## config.mk

```make
export PLATFORM = sky130hd
export DESIGN_NAME = spi_cs_master
export DESIGN_NICKNAME = d
export VERILOG_FILES = /design/src/rtl/spi_cs_pkg.sv /design/src/rtl/spi_cs_delay.sv /design/src/rtl/spi_cs_timer.sv /design/src/rtl/spi_cs_shifter.sv /design/src/rtl/spi_cs_master.sv
export SDC_FILE = /design/constraint.sdc
export NUM_CORES = 1
export LEC_CHECK = 0
export BUFFER_PORTS_ARGS = -buffer_cell sky130_fd_sc_hd__buf_2
export CAP_MARGIN = 20
export CELL_PAD_IN_SITES_DETAIL_PLACEMENT = 1
export CELL_PAD_IN_SITES_GLOBAL_PLACEMENT = 1
export CORE_UTILIZATION = 45
export DETAILED_ROUTE_END_ITERATION = 7
export PLACE_DENSITY = 0.9
export REMOVE_ABC_BUFFERS = 1
export SLEW_MARGIN = 10
export SYNTH_ARGS = -nofsm -noshare
export SYNTH_HDL_FRONTEND = slang
export SYNTH_SLANG_ARGS = --single-unit
```

## constraint.sdc

```tcl
create_clock -name clk_i -period 3.8 [get_ports clk_i]
set_input_delay 0.38 -clock clk_i [delete_from_list [all_inputs] [get_ports clk_i]]
set_output_delay 0.38 -clock clk_i [all_outputs]
set_load 0.05 [all_outputs]
```

## src/rtl/spi_cs_pkg.sv

```systemverilog
package spi_cs_pkg;
  typedef enum logic [2:0] {
    ST_IDLE  = 3'd0,
    ST_LEAD  = 3'd1,
    ST_SHIFT = 3'd2,
    ST_TRAIL = 3'd3,
    ST_DONE  = 3'd4
  } spi_state_e;
endpackage

```

## src/rtl/spi_cs_delay.sv

```systemverilog
// Converts a prescaler code and a scaler into a cycle count minus one.
module spi_cs_delay #(
  parameter int SCL_W = 4,
  parameter int DLY_W = 20
) (
  input  logic [1:0]       pre_i,
  input  logic [SCL_W-1:0] scl_i,
  output logic [DLY_W-1:0] cyc_m1_o
);
  logic [DLY_W-1:0] odd_mult;
  logic [SCL_W:0]   shamt;

  always_comb begin
    odd_mult = DLY_W'({pre_i, 1'b1});
    shamt    = {1'b0, scl_i} + {{SCL_W{1'b0}}, 1'b1};
    cyc_m1_o = (odd_mult << shamt) - DLY_W'(1);
  end
endmodule

```

## src/rtl/spi_cs_timer.sv

```systemverilog
// Loadable down-counter shared by setup, half-period and hold phases.
module spi_cs_timer #(
  parameter int W = 20
) (
  input  logic         clk_i,
  input  logic         rst_ni,
  input  logic         load_i,
  input  logic [W-1:0] val_i,
  output logic         zero_o
);
  logic [W-1:0] cnt_q, cnt_d;

  always_comb begin
    cnt_d = cnt_q;
    if (load_i)          cnt_d = val_i;
    else if (cnt_q != 0) cnt_d = cnt_q - W'(1);
  end

  always_ff @(posedge clk_i or negedge rst_ni) begin
    if (!rst_ni) cnt_q <= '0;
    else         cnt_q <= cnt_d;
  end

  assign zero_o = (cnt_q == '0);
endmodule

```

## src/rtl/spi_cs_shifter.sv

```systemverilog
// Holds the outgoing and incoming words and a bit index mapped by bit order.
module spi_cs_shifter #(
  parameter int FRAME_W = 16,
  parameter int LEN_W   = 4
) (
  input  logic               clk_i,
  input  logic               rst_ni,
  input  logic               load_i,
  input  logic [FRAME_W-1:0] tx_i,
  input  logic               lsb_i,
  input  logic [LEN_W-1:0]   last_i,
  input  logic               adv_i,
  input  logic               cap_i,
  input  logic               miso_i,
  output logic               mosi_o,
  output logic [FRAME_W-1:0] rx_o
);
  logic [FRAME_W-1:0] tx_q, rx_q, rx_d;
  logic [LEN_W-1:0]   idx_q, idx_d, last_q, pos;
  logic               lsb_q;

  assign pos    = lsb_q ? idx_q : (last_q - idx_q);
  assign mosi_o = tx_q[pos];
  assign rx_o   = rx_q;

  always_comb begin
    rx_d  = rx_q;
    idx_d = idx_q;
    if (load_i) begin
      rx_d  = '0;
      idx_d = '0;
    end else begin
      if (cap_i) rx_d[pos] = miso_i;
      if (adv_i) idx_d = idx_q + LEN_W'(1);
    end
  end

  always_ff @(posedge clk_i or negedge rst_ni) begin
    if (!rst_ni) begin
      tx_q   <= '0;
      lsb_q  <= 1'b0;
      last_q <= '0;
      rx_q   <= '0;
      idx_q  <= '0;
    end else begin
      if (load_i) begin
        tx_q   <= tx_i;
        lsb_q  <= lsb_i;
        last_q <= last_i;
      end
      rx_q  <= rx_d;
      idx_q <= idx_d;
    end
  end
endmodule

```

## src/rtl/spi_cs_master.sv

```systemverilog
module spi_cs_master #(
  parameter int FRAME_W  = 16,
  parameter int SCL_W    = 4,
  parameter int HALF_DIV = 2,
  localparam int LEN_W   = $clog2(FRAME_W),
  localparam int DLY_W   = 4 + (1 << SCL_W)
) (
  input  logic               clk_i,
  input  logic               rst_ni,
  input  logic               start_i,
  input  logic [FRAME_W-1:0] tx_data_i,
  input  logic [LEN_W-1:0]   frame_bits_i,
  input  logic               cpol_i,
  input  logic               cpha_i,
  input  logic               lsb_first_i,
  input  logic [1:0]         setup_pre_i,
  input  logic [SCL_W-1:0]   setup_scl_i,
  input  logic [1:0]         hold_pre_i,
  input  logic [SCL_W-1:0]   hold_scl_i,
  input  logic               miso_i,
  output logic               busy_o,
  output logic               done_o,
  output logic [FRAME_W-1:0] rx_data_o,
  output logic               sck_o,
  output logic               mosi_o,
  output logic               cs_n_o
);
  import spi_cs_pkg::*;

  localparam logic [DLY_W-1:0] HALF_M1 = DLY_W'(HALF_DIV - 1);

  // reset: asserted asynchronously, released on the clock
  logic [1:0] rst_sync_q;
  logic       rst_n;
  always_ff @(posedge clk_i or negedge rst_ni) begin
    if (!rst_ni) rst_sync_q <= 2'b00;
    else         rst_sync_q <= {rst_sync_q[0], 1'b1};
  end
  assign rst_n = rst_sync_q[1];

  spi_state_e         state_q, state_d;
  logic               cs_q, cs_d, sck_q, sck_d, done_q, done_d;
  logic [LEN_W:0]     edge_q, edge_d, last_edge;
  logic [FRAME_W-1:0] rx_out_q, rx_out_d, shf_rx;
  logic               cpol_q, cpha_q;
  logic [LEN_W-1:0]   nbits_q, nbits_sel;
  logic [DLY_W-1:0]   hold_m1_q, hold_m1, setup_m1, tmr_val;
  logic               tmr_load, tmr_zero, go, is_edge, change, adv, cap;

  spi_cs_delay #(.SCL_W(SCL_W), .DLY_W(DLY_W)) i_setup_dly (
    .pre_i(setup_pre_i), .scl_i(setup_scl_i), .cyc_m1_o(setup_m1));
  spi_cs_delay #(.SCL_W(SCL_W), .DLY_W(DLY_W)) i_hold_dly (
    .pre_i(hold_pre_i), .scl_i(hold_scl_i), .cyc_m1_o(hold_m1));

  spi_cs_timer #(.W(DLY_W)) i_timer (
    .clk_i(clk_i), .rst_ni(rst_n), .load_i(tmr_load), .val_i(tmr_val),
    .zero_o(tmr_zero));

  assign nbits_sel = (frame_bits_i < LEN_W'(3)) ? LEN_W'(3) : frame_bits_i;
  assign go        = (state_q == ST_IDLE) && start_i;
  assign last_edge = {nbits_q, 1'b1};
  assign is_edge   = tmr_zero && ((state_q == ST_LEAD) || (state_q == ST_SHIFT));
  assign change    = edge_q[0] ^ cpha_q;
  assign adv       = is_edge && change && (edge_q != '0) && (edge_q != last_edge);
  assign cap       = is_edge && !change;

  spi_cs_shifter #(.FRAME_W(FRAME_W), .LEN_W(LEN_W)) i_shifter (
    .clk_i(clk_i), .rst_ni(rst_n), .load_i(go), .tx_i(tx_data_i),
    .lsb_i(lsb_first_i), .last_i(nbits_sel), .adv_i(adv), .cap_i(cap),
    .miso_i(miso_i), .mosi_o(mosi_o), .rx_o(shf_rx));

  // next-state logic
  always_comb begin
    state_d  = state_q;
    cs_d     = cs_q;
    sck_d    = sck_q;
    edge_d   = edge_q;
    done_d   = 1'b0;
    rx_out_d = rx_out_q;
    tmr_load = 1'b0;
    tmr_val  = '0;
    unique case (state_q)
      ST_IDLE: begin
        sck_d = cpol_i;
        if (start_i) begin
          state_d  = ST_LEAD;
          cs_d     = 1'b0;
          edge_d   = '0;
          tmr_load = 1'b1;
          tmr_val  = setup_m1;
        end
      end
      ST_LEAD, ST_SHIFT: begin
        if (tmr_zero) begin
          sck_d    = ~sck_q;
          edge_d   = edge_q + (LEN_W+1)'(1);
          tmr_load = 1'b1;
          if (edge_q == last_edge) begin
            tmr_val = hold_m1_q;
            state_d = ST_TRAIL;
          end else begin
            tmr_val = HALF_M1;
            state_d = ST_SHIFT;
          end
        end
      end
      ST_TRAIL: begin
        if (tmr_zero) begin
          cs_d    = 1'b1;
          state_d = ST_DONE;
        end
      end
      ST_DONE: begin
        done_d   = 1'b1;
        rx_out_d = shf_rx;
        state_d  = ST_IDLE;
      end
      default: state_d = ST_IDLE;
    endcase
  end

  // registers
  always_ff @(posedge clk_i or negedge rst_n) begin
    if (!rst_n) begin
      state_q   <= ST_IDLE;
      cs_q      <= 1'b1;
      sck_q     <= 1'b0;
      edge_q    <= '0;
      done_q    <= 1'b0;
      rx_out_q  <= '0;
      cpol_q    <= 1'b0;
      cpha_q    <= 1'b0;
      nbits_q   <= '0;
      hold_m1_q <= '0;
    end else begin
      state_q  <= state_d;
      cs_q     <= cs_d;
      sck_q    <= sck_d;
      edge_q   <= edge_d;
      done_q   <= done_d;
      rx_out_q <= rx_out_d;
      if (go) begin
        cpol_q    <= cpol_i;
        cpha_q    <= cpha_i;
        nbits_q   <= nbits_sel;
        hold_m1_q <= hold_m1;
      end
    end
  end

  assign busy_o    = (state_q != ST_IDLE);
  assign done_o    = done_q;
  assign rx_data_o = rx_out_q;
  assign sck_o     = sck_q;
  assign cs_n_o    = cs_q;
endmodule

```

==> results.cfg <==
[detailed_routing]
vias_per_cell = 6.243
wl_per_cell_um = 21.50
wirelength_mm = 24.14
first_pass_iters = 4
route.detailed.drc = 0
drt-initial-drc-count = 557
antenna_left = 0
vias = 7011

[yosys]
synth_edf_count = 0
async_reset_ff_share_pct = 100.0
synth.distinct_cells = 77
synth_area_leader_cell = dfrtp_1
netlist_area_um2 = 7367
synth_most_common_cell = nand2_1
synth_top_family_by_area = simple AND/OR/NAND/NOR gates
avgSynthCellArea_um2 = 8.556
synthCells = 861
synthMuxAreaShare_pct = 5.520
synth_compound_area_share_pct = 19.51
synthTopCellsByCount = nand2_1 (139), dfrtp_1 (110), nor2_1 (57), a21oi_1 (52), o21ai_0 (47)
synth_top_area_share_pct = 37.36
ys_dominant_reg_cell = dfrtp_1
synth.area.top_cells = dfrtp_1 (37%), nand2_1 (7.1%), a21oi_1 (3.5%)
yosysWarnings = 0
synthXorXnorAreaFrac_pct = 6.063
synth_adder_area_share_pct = 2.480
ys_ff_latch = 111
yosys.area_share.simple_pct = 24.64
ys_seq_area_share_pct = 37.72

[finish]
syn2layout_area_growth_pct = 11.16
nFillCells = 1925
final_nets = 955
final_cells = 1123
insertedDiodeCount = 0
drive_above_1_share_pct = 16.10

[worst_setup_path]
start_kind = register
critPathMaxStageDelay_ps = 600
crit_start = i_shifter.idx_q[0]$_DFFE_PN0P_
crit_path_end_kind = output port
crit_type = reg -> out
arrival_ps = 3210
path_cells = ha_1 > fa_1 > mux2i_1 > mux4_2 > nand2_1 > and3_1 > a21oi_1 > buf_2
cpMaxStageDelayCell = mux2i_1
critPathMaxFanout = 5
r2r-start = i_shifter.idx_q[1]$_DFFE_PN0P_
cp.required_ps = 3420

[global_routing]
gr-usage-met3_pct = 5.494
grt_pass1_wl_mm = 38.23
globalRouteMet2Util_pct = 50.96
use_met1_pct = 36.25
antenna_found_initial = 0
top_usage_layer = met2
grt_max_degree = 50
grt_pass1_vias = 7169
groute.usage.overall_pct = 29.56
grt_overflow = 0

[sta]
final_max_slew_viol_count = 0
maxSlewHeadroom_pct = 43.61
finalSetupViolCount = 0
finalSetupTns_ps = 0
max_freq_ghz = 0.2787
final-hold-violation-count = 0
grt_setup_unrepaired = false
period_share_pct = 94.42
finalCriticalPeriod_ps = 3588
worst_pin_slew_ps = 845.9
skew_ps = 10.31

[clock_network]
cts_tree = built
clockRootBuffer = clkbuf_16
clk-insertion-delay-late_ps = 370
clockBufferDepth = 2
htree_levels = 3
clk_pin_slew_ps = 70
numCtsBuffers = 9
cts_sinks = 111

[flow_run]
maxCapViolations = 0

[power_and_ir_drop]
irDropWorstVdd_mv = 0.2909
power_leakage_nw = 3.676
power_density_nw_per_um2 = 614.2

[place]
portBuffers = 59
dp.cells = 1106
hpwl_mm = 17.24
globalplace.congestion = 0.9493

[floorplanning]
dieArea_um2 = 16890
pin_count = 60
die_x_um = 130.0
rows = 46
start_util_pct = 46.21
design.core.area_um2 = 15940
die_h_um = 130.0

[worst_hold_path]
min_path_type = in -> reg
hp-start = tx_data_i[14]

[outcome]
status = finished clean
## through the flow
stage	cell area [um^2]	total power, mW	worst slack (ps)	utilization, %	hold WS (ps)
after floorplan	7154	3.275	134.0	-	84.41
after global placement	7904	3.834	687.6	49.58	164.4
after detailed placement	7904	4.025	535.9	49.58	165.4
after CTS	8189	4.996	256.1	51.37	195.4
after global routing	8189	5.280	143.6	51.37	214.6
final	8189	5.030	212.1	51.37	205.2
## cells in the final DEF (no fill, tap or decap), types with 6 or more instances in the layout
master	netlist	final
nand2_1	139	139
dfrtp_1	110	109
buf_2	11	59
nor2_1	57	56
a21oi_1	52	52
o21ai_0	47	47
nor3_1	27	27
xnor2_1	27	27
xor2_1	24	24
buf_4	0	23
inv_1	22	22
nand4_1	20	20
nand3_1	19	19
o31ai_1	19	19
mux2_2	18	18
nand2b_1	14	14
a31oi_1	14	14
ha_1	13	13
and2_1	12	12
a211oi_1	12	12
o22ai_1	11	11
nor2b_1	10	10
mux2i_1	10	10
and3_1	9	9
a21o_1	9	9
clkbuf_16	0	9
o211ai_1	8	8
or3_1	7	7
or2_2	6	6
## final timing paths
| check | slack, ps | endpoint | depth (start not counted) |
|---|---|---|---|
| max in group asynchronous | 2460 | i_shifter.rx_o[15]$_DFFE_PN0P_ | 1 |
| setup / recovery | 210 | mosi_o | 8 |
| hold / removal | 210 | i_shifter.tx_q[14]$_DFFE_PN0P_ | 3 |
| min in group asynchronous | 340 | rst_sync_q[1]$_DFF_PN0_ | 2 |
| setup reg to reg | 880 | i_shifter.rx_o[10]$_DFFE_PN0P_ | 10 |
| hold reg to reg | 360 | rst_sync_q[1]$_DFF_PN0_ | 0 |
## worst max-delay path, delay by kind of cell, from the launching register on
family	cells	cell delay (ps)
buf+inv	1	290
simple gates	2	260
compound gates	1	160
flops	1	460
mux	2	970
fa+ha+maj	2	710
## layout make-up
| type | count | area (um^2) | share of cell area, % |
|---|---|---|---|
| inverter | 22 | 82.58 | 1.008 |
| clock inverter | 5 | 42.54 | 0.5195 |
| clock buffer | 11 | 232.7 | 2.842 |
| tap | 216 | 270.3 | 3.300 |
| sequential | 111 | 2783 | 33.98 |
| timing repair buffer | 83 | 478.0 | 5.837 |
| multi-input combinational | 675 | 4300 | 52.51 |
## report_power, final
part	internal, mW	total, mW	switching, mW
clock	0.451	0.904	0.453
combinational	0.803	2.18	1.37
sequential	1.55	1.95	0.394
total	2.81	5.03	2.22
## sequential cells by signal, summed over array words and instances, names as in the netlist
register and cells:
cpha_q 1, cs_n_o 1, done_o 1, edge_q 5, hold_m1_q 20, i_shifter.idx_q 4
i_shifter.last_q 4, i_shifter.lsb_q 1, i_shifter.rx_o 16, i_shifter.tx_q 16, i_timer.cnt_q 20, rst_sync_q 2
rx_data_o 16, sck_o 1, state_q 3
## routing by layer
metal | part of all wire [%] | vias up
li1 | - | 3175
met1 | 42 | 3503
met2 | 50 | 266
met3 | 5.2 | 67
met4 | 3.4 | 0
met5 | 0 | -
## timing repair
action	in CTS	in global routing
gates resized for setup	0	0
setup buffers	0	0
hold endpoints to repair	2	0
hold buffers	1	0
## logic make-up (layout without fill, tap and decap cells)
kind of cell | Yosys count | after routing
adders and majority gates | 14 | 14
xor gates and xnor gates | 51 | 51
buffers and inverters | 75 | 121
and+or+nand+nor | 356 | 356
AOI/OAI and AO/OA | 220 | 220
DFF | 111 | 111
other | 1 | 1
muxes | 33 | 33
Power figures use the tool's default switching activity.
